File: src/rtl/mdio_agent_pkg.sv
package mdio_agent_pkg;

    localparam int DEV_ADDR_W = 5;
    localparam int REG_ADDR_W = 5;
    localparam int REG_W      = 16;
    localparam int OPC_W      = 2;
    localparam int TURN_BITS  = 2;
    localparam int HDR_W      = OPC_W + DEV_ADDR_W + REG_ADDR_W;
    localparam int DRIVE_BITS = REG_W + 1;

    typedef enum logic [2:0] {
        ST_WAIT_IDLE,
        ST_READY,
        ST_START,
        ST_HDR,
        ST_TURN,
        ST_DATA,
        ST_SKIP
    } fsm_state_e;

    typedef enum logic [OPC_W-1:0] {
        OPC_RSVD_LO = 2'b00,
        OPC_WRITE   = 2'b01,
        OPC_READ    = 2'b10,
        OPC_RSVD_HI = 2'b11
    } opcode_e;

    typedef struct packed {
        opcode_e                 op;
        logic [DEV_ADDR_W-1:0]   dev;
        logic [REG_ADDR_W-1:0]   reg_idx;
    } frame_hdr_t;

    function automatic logic [REG_W-1:0] reg_reset_value(input int idx);
        return (idx == 0) ? REG_W'(16'h1140) : '0;
    endfunction

endpackage

File: src/rtl/mdio_frame_fsm.sv
module mdio_frame_fsm
    import mdio_agent_pkg::*;
#(
    parameter int AW  = DEV_ADDR_W,
    parameter int RAW = REG_ADDR_W,
    parameter int DW  = REG_W
) (
    input  logic           clk,
    input  logic           rst,
    input  logic           din,
    input  logic [AW-1:0]  my_addr,
    output fsm_state_e     state,
    output logic           wr_en,
    output logic [RAW-1:0] reg_idx,
    output logic [DW-1:0]  wr_data,
    output logic           drv_start,
    output logic           drv_stop
);

    localparam int HW    = OPC_W + AW + RAW;
    localparam int SKIPN = TURN_BITS + DW;
    localparam int CNT_W = $clog2(HW + SKIPN + 1);

    fsm_state_e     st;
    logic [CNT_W-1:0] cnt;
    logic [HW-1:0]  hdr_sh;
    logic [DW-1:0]  data_sh;
    logic [RAW-1:0] idx_q;
    logic           is_read;

    logic [HW-1:0]  hdr_full;
    logic [OPC_W-1:0] op_f;
    logic [AW-1:0]  dev_f;
    logic [RAW-1:0] idx_f;
    logic           op_ok;
    logic           hit;
    logic           data_last;

    always_comb begin
        hdr_full  = {hdr_sh[HW-2:0], din};
        op_f      = hdr_full[HW-1 -: OPC_W];
        dev_f     = hdr_full[RAW +: AW];
        idx_f     = hdr_full[RAW-1:0];
        op_ok     = (op_f == OPC_READ) || (op_f == OPC_WRITE);
        hit       = op_ok && (dev_f == my_addr);
        data_last = (st == ST_DATA) && (cnt == CNT_W'(DW - 1));
    end

    always_ff @(posedge clk) begin
        if (rst) begin
            st      <= ST_WAIT_IDLE;
            cnt     <= '0;
            hdr_sh  <= '0;
            data_sh <= '0;
            idx_q   <= '0;
            is_read <= 1'b0;
        end else begin
            case (st)
                ST_WAIT_IDLE: begin
                    if (din) st <= ST_READY;
                end
                ST_READY: begin
                    if (!din) st <= ST_START;
                end
                ST_START: begin
                    cnt <= '0;
                    st  <= din ? ST_HDR : ST_WAIT_IDLE;
                end
                ST_HDR: begin
                    hdr_sh <= hdr_full;
                    if (cnt == CNT_W'(HW - 1)) begin
                        cnt <= '0;
                        if (hit) begin
                            st      <= ST_TURN;
                            idx_q   <= idx_f;
                            is_read <= (op_f == OPC_READ);
                        end else begin
                            st <= ST_SKIP;
                        end
                    end else begin
                        cnt <= cnt + 1'b1;
                    end
                end
                ST_TURN: begin
                    if (cnt == CNT_W'(TURN_BITS - 1)) begin
                        cnt <= '0;
                        st  <= ST_DATA;
                    end else begin
                        cnt <= cnt + 1'b1;
                    end
                end
                ST_DATA: begin
                    data_sh <= {data_sh[DW-2:0], din};
                    if (data_last) begin
                        cnt <= '0;
                        st  <= ST_WAIT_IDLE;
                    end else begin
                        cnt <= cnt + 1'b1;
                    end
                end
                ST_SKIP: begin
                    if (cnt == CNT_W'(SKIPN - 1)) begin
                        cnt <= '0;
                        st  <= ST_WAIT_IDLE;
                    end else begin
                        cnt <= cnt + 1'b1;
                    end
                end
                default: st <= ST_WAIT_IDLE;
            endcase
        end
    end

    assign state     = st;
    assign reg_idx   = idx_q;
    assign wr_data   = {data_sh[DW-2:0], din};
    assign wr_en     = data_last && !is_read;
    assign drv_start = (st == ST_TURN) && (cnt == '0) && is_read;
    assign drv_stop  = data_last && is_read;

endmodule

File: src/rtl/mdio_reg_bank.sv
module mdio_reg_bank
    import mdio_agent_pkg::*;
#(
    parameter int RAW = REG_ADDR_W,
    parameter int DW  = REG_W
) (
    input  logic           clk,
    input  logic           rst,
    input  logic           we,
    input  logic [RAW-1:0] idx,
    input  logic [DW-1:0]  wdata,
    output logic [DW-1:0]  rdata
);

    localparam int NREGS = 1 << RAW;

    logic [DW-1:0] bank [NREGS];

    for (genvar g = 0; g < NREGS; g++) begin : g_reg
        logic [DW-1:0] q;
        always_ff @(posedge clk) begin
            if (rst) begin
                q <= DW'(reg_reset_value(g));
            end else if (we && (idx == RAW'(g))) begin
                q <= wdata;
            end
        end
        assign bank[g] = q;
    end

    assign rdata = bank[idx];

endmodule

File: src/rtl/mdio_line_driver.sv
module mdio_line_driver #(
    parameter int DW = 16
) (
    input  logic          clk,
    input  logic          rst,
    input  logic          start,
    input  logic          stop,
    input  logic [DW-1:0] load_word,
    output logic          line_out,
    output logic          line_oe
);

    logic [DW-1:0] sh;

    always_ff @(posedge clk) begin
        if (rst) begin
            line_oe  <= 1'b0;
            line_out <= 1'b0;
            sh       <= '0;
        end else if (start) begin
            line_oe  <= 1'b1;
            line_out <= 1'b0;
            sh       <= load_word;
        end else if (stop) begin
            line_oe  <= 1'b0;
            line_out <= 1'b0;
        end else if (line_oe) begin
            line_out <= sh[DW-1];
            sh       <= {sh[DW-2:0], 1'b0};
        end
    end

endmodule

File: src/rtl/mdio_mgmt_agent.sv
module mdio_mgmt_agent
    import mdio_agent_pkg::*;
#(
    parameter int AW  = DEV_ADDR_W,
    parameter int RAW = REG_ADDR_W,
    parameter int DW  = REG_W
) (
    input  logic          mdc,
    input  logic          rst,
    input  logic [AW-1:0] phy_addr_strap,
    input  logic          mdio_in,
    output logic          mdio_out,
    output logic          mdio_oe
);

    logic [AW-1:0]  addr_q;
    fsm_state_e     st;
    logic           wr_en;
    logic [RAW-1:0] reg_idx;
    logic [DW-1:0]  wr_data;
    logic [DW-1:0]  rd_data;
    logic           drv_start;
    logic           drv_stop;

    always_ff @(posedge mdc) begin
        if (rst) addr_q <= phy_addr_strap;
    end

    mdio_frame_fsm #(.AW(AW), .RAW(RAW), .DW(DW)) u_fsm (
        .clk       (mdc),
        .rst       (rst),
        .din       (mdio_in),
        .my_addr   (addr_q),
        .state     (st),
        .wr_en     (wr_en),
        .reg_idx   (reg_idx),
        .wr_data   (wr_data),
        .drv_start (drv_start),
        .drv_stop  (drv_stop)
    );

    mdio_reg_bank #(.RAW(RAW), .DW(DW)) u_bank (
        .clk   (mdc),
        .rst   (rst),
        .we    (wr_en),
        .idx   (reg_idx),
        .wdata (wr_data),
        .rdata (rd_data)
    );

    mdio_line_driver #(.DW(DW)) u_drv (
        .clk       (mdc),
        .rst       (rst),
        .start     (drv_start),
        .stop      (drv_stop),
        .load_word (rd_data),
        .line_out  (mdio_out),
        .line_oe   (mdio_oe)
    );

endmodule

File: config.mk
export PLATFORM = sky130hd
export DESIGN_NAME = mdio_mgmt_agent
export DESIGN_NICKNAME = d
export VERILOG_FILES = /design/src/rtl/mdio_agent_pkg.sv /design/src/rtl/mdio_frame_fsm.sv /design/src/rtl/mdio_reg_bank.sv /design/src/rtl/mdio_line_driver.sv /design/src/rtl/mdio_mgmt_agent.sv
export SDC_FILE = /design/constraint.sdc
export NUM_CORES = 1
export LEC_CHECK = 0
export BUFFER_PORTS_ARGS = -buffer_cell sky130_fd_sc_hd__buf_4
export CAP_MARGIN = 30
export CORE_MARGIN = 1
export CORE_UTILIZATION = 57
export CTS_BUF_LIST = sky130_fd_sc_hd__clkbuf_4
export DETAILED_ROUTE_END_ITERATION = 8
export PLACE_DENSITY = 0.81
export SLEW_MARGIN = 20
export SYNTH_ARGS = -nofsm -noshare
export SYNTH_HDL_FRONTEND = slang
export SYNTH_SLANG_ARGS = --single-unit
File: constraint.sdc
create_clock -name mdc -period 2.7 [get_ports mdc]
set_input_delay 0.54 -clock mdc [delete_from_list [all_inputs] [get_ports mdc]]
set_output_delay 0.54 -clock mdc [all_outputs]
set_load 0.03 [all_outputs]
Word-level counts from Yosys, hierarchy flattened
Cells that the tools add are included.
{ "op_classes": {"order_cmp": 1, "n_mux": 22, "n_bitwise": 1, "eq_ne": 51, "n_addsub": 1, "n_reduce_logical": 50} }
{ "op_table": {"columns": ["operator", "n"], "rows": [
  ["5-bit equality test, second input constant", 17],
  ["16-bit binary-select mux with 5-bit select", 1],
  ["16-bit 2-to-1 mux", 5],
  ["5-bit by 4-bit equality test with 1-bit output, second input constant", 10],
  ["1-bit logical AND", 38],
  ["5-bit case mux with 5 select lines", 1],
  ["3-bit case mux with 7 select lines", 1],
  ["5-bit by 3-bit equality test with 1-bit output, second input constant", 4],
  ["5-bit 2-to-1 mux", 4],
  ["3-bit 2-to-1 mux", 6],
  ["5-bit by 1-bit equality test with 1-bit output, second input constant", 2],
  ["5-bit by 2-bit equality test with 1-bit output, second input constant", 2],
  ["5-bit logical NOT", 2],
  ["3-bit equality test, second input constant", 3],
  ["2-bit by 1-bit inequality test with 1-bit output, second input constant", 4],
  ["3-bit by 2-bit equality test with 1-bit output, second input constant", 2],
  ["6-bit >= comparator, second input constant", 1],
  ["2-bit inequality test, second input constant", 3],
  ["5-bit NOT with 6-bit output", 1],
  ["6-bit AND reduction", 1],
  ["5-bit by 1-bit adder with 5-bit output, second input constant", 1],
  ["5-bit equality test", 1],
  ["5-bit nonzero test", 1],
  ["2-bit 2-to-1 mux", 2],
  ["other kinds (11)", 13]
]} }
{ "word_totals": {"output_inout_bits": 2, "word_cells": 168, "regBits": 575, "input_bits": 8} }

Logic depth before layout (Yosys ltp)
{ "depth": {"word_depth": 6, "mapped_depth": 11, "mapped_depth_nobuf": 8} }

Hierarchy
A second synthesis with hierarchy kept.
{ "hier_totals": {"cells_unflattened": 3048, "area_unflattened_um2": 25110.3} }
{ "by_module_without_submodules": {"columns": ["module", "instances", "cells_per_inst", "seq_area_each_um2", "area_per_inst_um2"], "rows": [
  ["mdio_reg_bank", 1, 2721, 10249.8, 22126.2],
  ["mdio_frame_fsm", 1, 227, 800.8, 1890.6],
  ["mdio_line_driver", 1, 95, 360.3, 943.4],
  ["mdio_mgmt_agent", 1, 5, 150.1, 150.1]
]} }

Worst setup path after synthesis
No wires, ideal clock.
{ "synth_path": {"path_kind": "register to register", "startpoint": "reg u_fsm.cnt[0]", "endpoint": "reg u_bank.g_reg[3].q[10]", "synth_period_minus_slack_ns": 2.722, "path_slack_ns": -0.022, "path_stages_with_launch": 12, "setup_ns": 0.132, "arrival_ns": 2.589, "path_cell_list": "dfxtp_1 -> ha_1 -> and3_1 -> ha_1 -> and4bb_2 -> or4b_1 -> clkbuf_1 -> or3_1 -> clkbuf_1 -> buf_2 -> nand2_1 -> a21oi_1"} }
{ "synth_via": {"elab_chain_cells": 4} }
{ "synth_rtl": {"columns": ["item", "line", "source"], "rows": [
  ["start, declared", "mdio_frame_fsm.sv:25", "logic [CNT_W-1:0] cnt;"],
  ["start signal, assigned", "mdio_frame_fsm.sv:81", "cnt <= cnt + 1'b1;"],
  ["start signal, assigned", "mdio_frame_fsm.sv:89", "cnt <= cnt + 1'b1;"],
  ["start signal, assigned", "mdio_frame_fsm.sv:98", "cnt <= cnt + 1'b1;"],
  ["5-bit by 4-bit equality test with 1-bit output", "mdio_frame_fsm.sv:46", "data_last = (st == ST_DATA) && (cnt == CNT_W'(DW - 1));"],
  ["1-bit logical AND", "mdio_frame_fsm.sv:46", null],
  ["1-bit logical AND", "mdio_frame_fsm.sv:117", "assign wr_en = data_last && !is_read;"],
  ["1-bit logical AND", "mdio_reg_bank.sv:24", "end else if (we && (idx == RAW'(g))) begin"],
  ["end signal, assigned", "mdio_reg_bank.sv:23", "q <= DW'(reg_reset_value(g));"],
  ["end signal, assigned", "mdio_reg_bank.sv:25", "q <= wdata;"],
  ["end, declared", "mdio_reg_bank.sv:20", "logic [DW-1:0] q;"]
]} }
Every way passes these cells.
A chain may end at the register's enable or synchronous reset.

Worst setup path after layout
{ "layout_path": {"startpoint": "reg u_fsm.idx_q[0], in the netlist u_fsm.reg_idx[0]", "endpoint": "reg u_drv.sh[8]"} }
{ "layout_via": {"elab_chain_cells": 5} }
{ "layout_rtl": {"columns": ["item", "line", "source"], "rows": [
  ["start, declared", "mdio_frame_fsm.sv:28", "logic [RAW-1:0] idx_q;"],
  ["start signal, assigned", "mdio_frame_fsm.sv:75", "idx_q <= idx_f;"],
  ["5-bit NOT with 6-bit output (implied by the code)", "mdio_reg_bank.sv:31", "assign rdata = bank[idx];"],
  ["16-bit binary-select mux with 5-bit select", "mdio_reg_bank.sv:31", null],
  ["16-bit 2-to-1 mux (implied by the code) (2 in series)", "mdio_reg_bank.sv:31", null],
  ["16-bit 2-to-1 mux", "mdio_line_driver.sv:20", "end else if (start) begin"],
  ["end signal, assigned", "mdio_line_driver.sv:23", "sh <= load_word;"],
  ["end signal, assigned", "mdio_line_driver.sv:29", "sh <= {sh[DW-2:0], 1'b0};"],
  ["end, declared", "mdio_line_driver.sv:13", "logic [DW-1:0] sh;"]
]} }
Every way passes these cells. The select of a mux whose other input is x is not followed.

==> impl_metrics.yaml <==
flow_run:
  drv_cap: 0
global_routing:
  grtUsageTotal_pct: 33.2
  grt_pass1_vias: 22000
  antenna_found_initial: 1
  grt_pass1_wl_mm: 115
  overflow: 0
  grt_max_degree: 95
yosys:
  synthFlopType: "dfxtp_1"
  yosys_warnings: 0
  syn_nets: 2948
  ys_top_cells_by_area: "dfxtp_1 46%, nand2_1 17%, mux4_2 12%, a21oi_1 11%, clkbuf_1 3.3%"
  yosysTopAreaCell: "dfxtp_1"
  avgSynthCellArea_sq_um: 8.40
  syn_inst: 2935
  synth_top_area_share_pct: 46.3
  synth-edff-count: 5
  syn_area_sq_um: 24700
  ys_types: 57
  ys_ff_latch: 575
  synth-async-reset-ratio_pct: 0
  yosysSeqAreaShare_pct: 46.9
detailed_routing:
  wl_per_cell_um: 20.2
  drt-initial-drc-count: 2887
  drc: 0
  vias: 22300
  routed_wl_mm: 73.4
  viasPerCell: 6.16
  firstDrtPassIters: 6
  antenna_left: 0
die:
  die_area_sq_um: 44100
  chipHeight_um: 210
  core_sq_um: 42300
  initial_core_util_pct: 58.2
  die_w_um: 210
  io_pins: 10
  rows: 75
clock_tree:
  cts_tree: "built"
  clock_path_buffers: 3
  cts_buffers: 144
  htreeDepth: 4
  clk_latency_ps: 890
  cts-root-buf: "clkbuf_4"
  clk_pin_slew_ps: 70
  clock_sinks: 575
pwr:
  p_seq_share_pct: 51.4
  p_int_mw: 12.9
  p_per_area_nw_per_um2: 596
  p_leak_nw: 9.17
  combPwrFrac_pct: 1.4
  pwr-share-clk_pct: 47.2
  p_switching_mw: 3.63
  vdd_ir_drop_max_mv: 0.265
  sw_frac_of_total_pct: 21.9
setup_path:
  critPathArrivalTime_ps: 3360
  rr_worst_depth: 5
  cp_slowest_cell: "dfxtp_4"
  r2r_slack_ps: 80
  cp-end-kind: "flip-flop"
  rr_startpoint: "u_fsm.reg_idx[0]"
  path_cells: "buf_4, mux4_2, mux4_2, nor2b_1, nor3_1"
  cp_max_fo: 20
  r2r-end: "u_drv.sh[8]"
  crit_buf_inv: 1
  cp-start-kind: "flip-flop"
  cpMostUsedCell: "mux4_2"
  path_class: "reg -> reg"
  crit_path_max_incr_delay_ps: 600
  cp.required_ps: 3430
  path_delay_family: "multiplexers"
placed_design:
  place_congestion: 0.931
  hpwl_mm: 46.2
  io_buffers: 9
  place_inst: 3373
layout:
  finalNonFillerCells: 3628
  nets: 2964
  seqCellArea_sq_um: 11600
  area_growth_pct: 12.4
  drive_gt1_share_pct: 18.4
  fillCellCount: 3185
  multiInputGateArea_sq_um: 11900
  final_util_pct: 65.5
sta:
  fin_crit_sh_pct: 97.1
  worstMarginPinSlew_ps: 906
  hold_viol: 0
  setup_viol: 0
  relSlewSlack_pct: 39.5
  fmax_mhz: 381
  finalMaxSlewViolations: 0
  final.setup_skew_ps: 47.5
  fin_crit_ps: 2620
hold_path:
  whs_endpoint: "u_bank.g_reg[7].q[0]"
  hold_path_class: "in -> reg"
  hp-start: "mdio_in"
  holdPathStages: 3
status:
  status: "completed"
[final cells by class]
| type | instances | area share [%] |
|---|---|---|
| well taps | 577 | 2.60 |
| clock buffers | 213 | 5.77 |
| inverters | 9 | 0.122 |
| diodes | 1 | 0.00903 |
| clock inverters | 32 | 1.19 |
| repair buffers | 163 | 5.53 |
| flip-flops and latches | 575 | 41.7 |
| multi-input cells | 2058 | 43.0 |
[cell families after synthesis]
kind of cell | Yosys count | synth area share (%)
flip-flops | 575 | 46.9
AND/OR/NAND/NOR | 1259 | 20.5
adder cells (fa/ha/maj) | 5 | 0.254
buffers and inverters | 302 | 4.95
multiplexers | 169 | 13.7
XOR/XNOR | 6 | 0.213
AO/OA/AOI/OAI | 619 | 13.5
[flip-flops by register name, indices dropped and copies added, names as in the netlist]
name / count
u_drv.line_oe: 1
u_bank.g.q: 512
u_fsm.hdr_sh: 11
u_fsm.cnt: 5
u_drv.line_out: 1
u_drv.sh: 16
u_fsm.state: 3
u_fsm.reg_idx: 5
u_fsm.is_read: 1
addr_q: 5
u_fsm.data_sh: 15
[placed cells by master (no fill, tap or decap), drive strengths merged, types with 5 or more instances in the layout]
cell and n:
or2 16, dfxtp 570, nor4b 6, nand2b 16, or3 7, clkbuf 213
nand3b 5, xor2 5, nor2b 10, mux2 9, a221oi 6, nor3 15
edfxtp 5, dlygate4sd3 5, a221o 9, nand4 13, nand2 1101, clkinv 23
mux4 134, a22oi 15, mux2i 26, buf 158, o2bb2ai 7, bufinv 8
inv 10, a21oi 544, ha 5, o21ai 5, a22o 8, a31oi 6
nor2 49
[metrics by stage]
stage	setup slack, ps	cell area [sq um]	total power [mW]	hold WS (ps)	setup TNS, ps
global placement	138	25600	8.90	438	0
CTS	4.92	27600	16.6	107	0
global route	-6.15	27700	17.1	178	-11.1
finish	77.0	27700	16.5	166	0
detailed placement	29.0	25600	8.91	443	0
floorplan	40.5	24700	8.84	433	0
[synthesized netlist by cell type (8+ instances only)]
| cell | count |
|---|---|
| mux2_2 | 9 |
| buf_1 | 10 |
| nor2b_1 | 10 |
| a22o_1 | 8 |
| nand2_1 | 1101 |
| a22oi_1 | 15 |
| clkbuf_1 | 220 |
| nand2b_1 | 16 |
| mux4_2 | 134 |
| dfxtp_1 | 570 |
| or2_2 | 16 |
| a21oi_1 | 544 |
| mux2i_1 | 26 |
| nor2_1 | 49 |
| nand4_1 | 13 |
| buf_2 | 60 |
| nor3_1 | 12 |
| a221o_1 | 9 |
[routing by layer]
layer	up-vias	global-route usage [%]	routed length, um
li1	9980	-	-
met3	274	7.69	8780
met4	0	21.1	3970
met5	-	0	0
met2	1517	52.9	34200
met1	10600	40.9	26500
[worst max-delay path by stage]
stage,from,end,slack [ps],cells after the start
global placement,u_fsm.cnt[1],u_bank.g_reg[13].q[7],140,8
global route,u_fsm.cnt[1],u_bank.g_reg[16].q[11],-6,11
finish,u_fsm.reg_idx[0],u_drv.sh[8],80,5
floorplan,u_fsm.cnt[1],u_bank.g_reg[3].q[10],40,11
detailed placement,u_fsm.cnt[1],u_bank.g_reg[13].q[1],30,8
CTS,u_fsm.cnt[1],u_bank.g_reg[13].q[9],5,8
[worst reg2reg max path, stage by stage (launching register included)]
cell	delay (ps)
dfxtp_4	600
buf_4	370
mux4_2	580
mux4_2	460
nor2b_1	400
nor3_1	100
[what timing repair did]
item	in CTS	in global routing
setup endpoints to repair	0	288
setup buffers	0	3
endpoints found under the hold margin	5	0
gates resized for setup	0	17
hold buffers	5	0
[power groups by stage]
stage / logic [mW] / clock network, mW / registers, mW
after floorplan: 0.147 / 0 / 8.70
after CTS: 0.222 / 7.85 / 8.50
after detailed placement: 0.216 / 0 / 8.69
final: 0.229 / 7.80 / 8.50
after global routing: 0.243 / 8.34 / 8.50
after global placement: 0.210 / 0 / 8.69
(Power assumes the default switching activity.)
